<file path="src/rtl/gsw_pkg.sv">
`timescale 1ns/1ps
package gsw_pkg;

  typedef enum logic [2:0] {
    WS_IDLE   = 3'd0,
    WS_SETUP  = 3'd1,
    WS_STREAM = 3'd2,
    WS_DRAIN  = 3'd3,
    WS_FLUSH  = 3'd4,
    WS_HOLD   = 3'd5
  } wr_state_e;

endpackage

</file>
<file path="src/rtl/gsw_gray_counter.sv">
`timescale 1ns/1ps
module gsw_gray_counter #(
  parameter int ADDR_W = 8
) (
  input  logic              clk,
  input  logic              rst_n,
  input  logic              load,
  input  logic [ADDR_W-1:0] load_bin,
  input  logic              step,
  output logic [ADDR_W-1:0] gray_q
);

  function automatic logic [ADDR_W-1:0] to_gray(input logic [ADDR_W-1:0] b);
    return b ^ (b >> 1);
  endfunction

  logic [ADDR_W-1:0] bin_next_q;

  // gray_q is a register fed from the binary counter, so the pins never see
  // the ripple of the adder.
  always_ff @(posedge clk or negedge rst_n) begin
    if (!rst_n) begin
      bin_next_q <= '0;
      gray_q     <= '0;
    end else if (load) begin
      bin_next_q <= load_bin;
      gray_q     <= to_gray(load_bin);
    end else if (step) begin
      gray_q     <= to_gray(bin_next_q);
      bin_next_q <= bin_next_q + 1'b1;
    end
  end

endmodule

</file>
<file path="src/rtl/gsw_burst_ctrl.sv">
`timescale 1ns/1ps
module gsw_burst_ctrl
  import gsw_pkg::*;
#(
  parameter int LEN_W = 8
) (
  input  logic             clk,
  input  logic             rst_n,
  input  logic             start,
  input  logic [LEN_W-1:0] burst_len,
  input  logic             s_valid,
  output logic             s_ready,
  output logic             load,
  output logic             accept,
  output logic             burst_end,
  output logic             strobe_on,
  output logic             done_q
);

  wr_state_e        state_q, state_d;
  logic [LEN_W-1:0] remain_q;

  assign s_ready   = (state_q == WS_STREAM);
  assign load      = start && (state_q == WS_IDLE) && (burst_len != '0);
  assign accept    = s_ready && s_valid;
  assign burst_end = s_ready && (!s_valid || remain_q == LEN_W'(1));

  always_comb begin
    state_d = state_q;
    unique case (state_q)
      WS_IDLE:   if (load) state_d = WS_SETUP;
      WS_SETUP:  state_d = WS_STREAM;
      WS_STREAM: if (burst_end) state_d = WS_DRAIN;
      WS_DRAIN:  state_d = WS_FLUSH;
      WS_FLUSH:  state_d = WS_HOLD;
      WS_HOLD:   state_d = WS_IDLE;
      default:   state_d = WS_IDLE;
    endcase
  end

  always_ff @(posedge clk or negedge rst_n) begin
    if (!rst_n) begin
      state_q   <= WS_IDLE;
      remain_q  <= '0;
      strobe_on <= 1'b0;
      done_q    <= 1'b0;
    end else begin
      state_q   <= state_d;
      strobe_on <= (state_d == WS_SETUP) || (state_d == WS_STREAM) ||
                   (state_d == WS_DRAIN) || (state_d == WS_FLUSH);
      done_q    <= (state_q == WS_HOLD);
      if (load)
        remain_q <= burst_len;
      else if (accept)
        remain_q <= remain_q - 1'b1;
    end
  end

endmodule

</file>
<file path="src/rtl/gsw_dual_edge_launch.sv">
`timescale 1ns/1ps
module gsw_dual_edge_launch #(
  parameter int DATA_W = 16
) (
  input  logic              clk,
  input  logic              rst_n,
  input  logic              capture,
  input  logic [DATA_W-1:0] cap_data,
  output logic [DATA_W-1:0] launch_q
);

  logic [DATA_W-1:0] rise_q;

  always_ff @(posedge clk or negedge rst_n) begin
    if (!rst_n)
      rise_q <= '0;
    else if (capture)
      rise_q <= cap_data;
  end

  // Half a cycle after the address register moves, the word follows.
  always_ff @(negedge clk or negedge rst_n) begin
    if (!rst_n)
      launch_q <= '0;
    else
      launch_q <= rise_q;
  end

endmodule

</file>
<file path="src/rtl/gray_stream_sram_writer.sv">
`timescale 1ns/1ps
module gray_stream_sram_writer #(
  parameter int ADDR_W = 8,
  parameter int DATA_W = 16,
  parameter int LEN_W  = 8
) (
  input  logic              clk,
  input  logic              rst_n,
  input  logic              start,
  input  logic [ADDR_W-1:0] start_addr,
  input  logic [LEN_W-1:0]  burst_len,
  input  logic              s_valid,
  input  logic [DATA_W-1:0] s_data,
  output logic              s_ready,
  output logic [ADDR_W-1:0] sram_addr,
  output logic [DATA_W-1:0] sram_data,
  output logic              sram_cs_n,
  output logic              sram_we_n,
  output logic              done
);

  logic load_evt;
  logic accept_evt;
  logic end_evt;
  logic strobe_on;

  gsw_burst_ctrl #(.LEN_W(LEN_W)) ctrl_i (
    .clk       (clk),
    .rst_n     (rst_n),
    .start     (start),
    .burst_len (burst_len),
    .s_valid   (s_valid),
    .s_ready   (s_ready),
    .load      (load_evt),
    .accept    (accept_evt),
    .burst_end (end_evt),
    .strobe_on (strobe_on),
    .done_q    (done)
  );

  gsw_gray_counter #(.ADDR_W(ADDR_W)) addr_i (
    .clk      (clk),
    .rst_n    (rst_n),
    .load     (load_evt),
    .load_bin (start_addr),
    .step     (accept_evt),
    .gray_q   (sram_addr)
  );

  gsw_dual_edge_launch #(.DATA_W(DATA_W)) data_i (
    .clk      (clk),
    .rst_n    (rst_n),
    .capture  (accept_evt),
    .cap_data (s_data),
    .launch_q (sram_data)
  );

  assign sram_we_n = ~strobe_on;
  assign sram_cs_n = ~strobe_on;

endmodule

</file>
<file path="config.mk">
export PLATFORM = sky130hd
export DESIGN_NAME = gray_stream_sram_writer
export DESIGN_NICKNAME = d
export VERILOG_FILES = /design/src/rtl/gsw_pkg.sv /design/src/rtl/gsw_gray_counter.sv /design/src/rtl/gsw_burst_ctrl.sv /design/src/rtl/gsw_dual_edge_launch.sv /design/src/rtl/gray_stream_sram_writer.sv
export SDC_FILE = /design/constraint.sdc
export NUM_CORES = 1
export LEC_CHECK = 0
export BUFFER_PORTS_ARGS = -buffer_cell sky130_fd_sc_hd__buf_2
export CORE_UTILIZATION = 45
export DETAILED_ROUTE_END_ITERATION = 12
export GPL_ROUTABILITY_DRIVEN = 0
export MAX_ROUTING_LAYER = met4
export PLACE_DENSITY = 0.69
export SLEW_MARGIN = 40
export SYNTH_ARGS = -nofsm -noshare
export SYNTH_HDL_FRONTEND = slang
export SYNTH_SLANG_ARGS = --single-unit
</file>
<file path="constraint.sdc">
create_clock -name clk -period 4.4 [get_ports clk]
set_clock_uncertainty 0.15 [all_clocks]
set_input_delay 0.22 -clock clk [delete_from_list [all_inputs] [get_ports clk]]
set_output_delay 0.22 -clock clk [all_outputs]
set_load 0.1 [all_outputs]
</file>
==> impl_metrics.py <==
metrics = {
    "timing": {
        "rsz0062_at_grt": "no",
        "setup_viol": 0,
        "report.final.hold_viol_count": 0,
        "worstMarginPinSlew_ns": 0.786,
        "maxSlewViolCount": 0,
        "slew_headroom_pct": 47.1,
        "fin_tns_setup_ns": 0,
    },
    "synthesis": {
        "synthTopCellsByArea": "dfrtp_1, dfrtn_1, nand2_1",
        "synth-edff-count": 0,
        "synth.avg_cell_area_um2": 10.4,
        "synth_seq_cells": 61,
        "synth_cell_types": 36,
        "yosysTopAreaCell": "dfrtp_1",
        "syn_area_mm2": 0.00263,
        "ys_seq_area_share_pct": 58.0,
        "synthFlopType": "dfrtp_1",
        "syn_nets": 297,
        "yosysWarningCount": 0,
        "ys_async_sr_fraction_pct": 100,
        "synthCells": 253,
        "synth_top_area_share_pct": 42.8,
    },
    "cts": {
        "numCtsBuffers": 9,
        "cts_resized": 0,
        "postCtsSetupRepairBufs": 0,
        "cts_root_buf": "clkbuf_8",
        "insertion_delay_ns": 0.34,
        "cts_sinks": 61,
        "htreeDepth": 3,
        "hold_buffers": 30,
        "cts_tree": "built",
        "clockBufferDepth": 2,
        "clk_pin_slew_ns": 0.07,
    },
    "placement": {
        "place.port_buffers": 63,
        "dp_hpwl_mm": 3.49,
    },
    "global_route": {
        "grt_pass1_vias": 2037,
        "grt_max_degree": 32,
        "grt_pass1_wl_mm": 8.98,
        "antenna_found_initial": 0,
        "track_usage_pct": 20.0,
        "gr-total-overflow": 0,
    },
    "critical_path": {
        "max_stage_delay_ns": 0.42,
        "path_class": "flop to output port",
        "worst_path_max_delay_cell": "buf_2",
        "crit_arrival_ns": 3.36,
        "crit_buf_inv": 1,
        "crit_family": "buffers and inverters",
        "path_cells": "buf_2",
        "cp_max_fo": 1,
        "endpoint_kind": "output port",
        "required_ns": 4.03,
        "cp-start-kind": "flop",
    },
    "detailed_routing": {
        "wl_per_cell_um": 12.6,
        "first_pass_iters": 4,
        "routed-wl-met2_mm": 2.56,
        "drt_iter0_drc": 112,
        "vias": 2079,
        "highest_layer": "met4",
        "final_antenna_net_count": 0,
        "route.detailed.drc": 0,
        "wl_met3_um": 239,
        "viasPerCell": 4.89,
        "routed_wl_mm": 5.34,
        "met1_length_mm": 2.44,
    },
    "floorplan": {
        "die_area_mm2": 0.00616,
        "die_w_um": 78.5,
        "die_h_um": 78.5,
        "start_util_pct": 47.2,
        "coreArea_mm2": 0.00557,
        "io_pins": 64,
        "fp-row-count": 27,
    },
    "final_layout": {
        "antenna_cells": 0,
        "drive_gt1_share_pct": 24.6,
        "final_common_cell": "nand2_1",
        "syn2layout_area_growth_pct": 33.1,
        "fin_util_pct": 62.8,
        "final_cell_mix": "nand2_1, buf_2, dfrtp_1",
        "fill_cells": 482,
        "nets": 392,
    },
    "min_path": {
        "hp-class": "input port to flop",
    },
    "outcome": {
        "outcome": "finished, final reports clean",
    },
    "run": {
        "maxCapViolations": 0,
    },
}
## Yosys cell counts, types with 2 or more instances
cell type  number
ha_1            8
a221o_1         2
dfrtp_1        45
clkbuf_1        2
xor2_1         17
xnor2_1         2
inv_1           3
nor4_1          3
o211ai_1        3
nand3_1         7
dfrtn_1        16
o21ai_0        16
nand2_1        79
nor2_1         12
buf_2           8
nand2b_1        2
mux2i_1         5
a31oi_1         3
a21oi_1         3
## cell type report
type                       instances  area [um^2]  area share [%]
multi-input combinational        176         1030            29.4
tap                               72         90.1            2.57
clock inverter                     7         73.8            2.11
inverter                           3         11.3           0.322
timing repair buffer              97          648            18.5
sequential                        61         1530            43.6
clock buffer                       9          124            3.54
## worst paths after layout
check,start,slack [ns],endpoint,cells after the start
worst max-delay path,data_i.launch_q[15],0.67,sram_data[15],1
worst min-delay path,start_addr[7],0.04,addr_i.bin_next_q[7],3
worst max register to register,data_i.rise_q[14],1.49,data_i.launch_q[14],0
worst min register to register,data_i.rise_q[13],0.33,data_i.rise_q[13],2
max in group asynchronous,rst_n,1.24,data_i.launch_q[0],2
min in group asynchronous,rst_n,0.29,ctrl_i.remain_q[4],2
## cell families (layout without fill, tap and decap cells)
kind of cell	Yosys count	after routing	synth area share, %
buffers and inverters	16	116	3.09
and+or+nand+nor	111	111	18.7
muxes	5	5	1.90
xor gates and xnor gates	19	19	6.32
AOI/OAI and AO/OA	33	33	8.18
DFF	61	61	58.0
adders and majority gates	8	8	3.80
## routing by layer
| layer | vias to the layer above | global-route usage (%) |
|---|---|---|
| met3 | 9 | 4.88 |
| li1 | 1026 | - |
| met1 | 986 | 23.3 |
| met2 | 58 | 32.1 |
| met4 | 0 | 10.0 |
| met5 | - | - |
## flip-flops by register name, summed over array words and instances (netlist names)
name and flops:
data_i.rise_q 16, data_i.launch_q 16, ctrl_i.state_q 3, addr_i.bin_next_q 8, ctrl_i.strobe_on 1, ctrl_i.done_q 1
addr_i.gray_q 8, ctrl_i.remain_q 8
## metrics by stage
stage | cell area, um^2 | std cells | hold WS (ns) | setup slack, ns
2_1_floorplan | 2630 | 253 | -0.226 | 0.881
3_3_place_gp | 2990 | 378 | 0.118 | 1.06
3_5_place_dp | 2990 | 378 | 0.142 | 1.05
4_1_cts | 3490 | 424 | 0.00831 | 0.691
5_1_grt | 3500 | 425 | 0.0579 | 0.656
6_report | 3500 | 425 | 0.0371 | 0.672
Power is left out: the tool's default activity adds up to more than one toggle a clock period on the data nets, which glitch-free logic cannot reach.
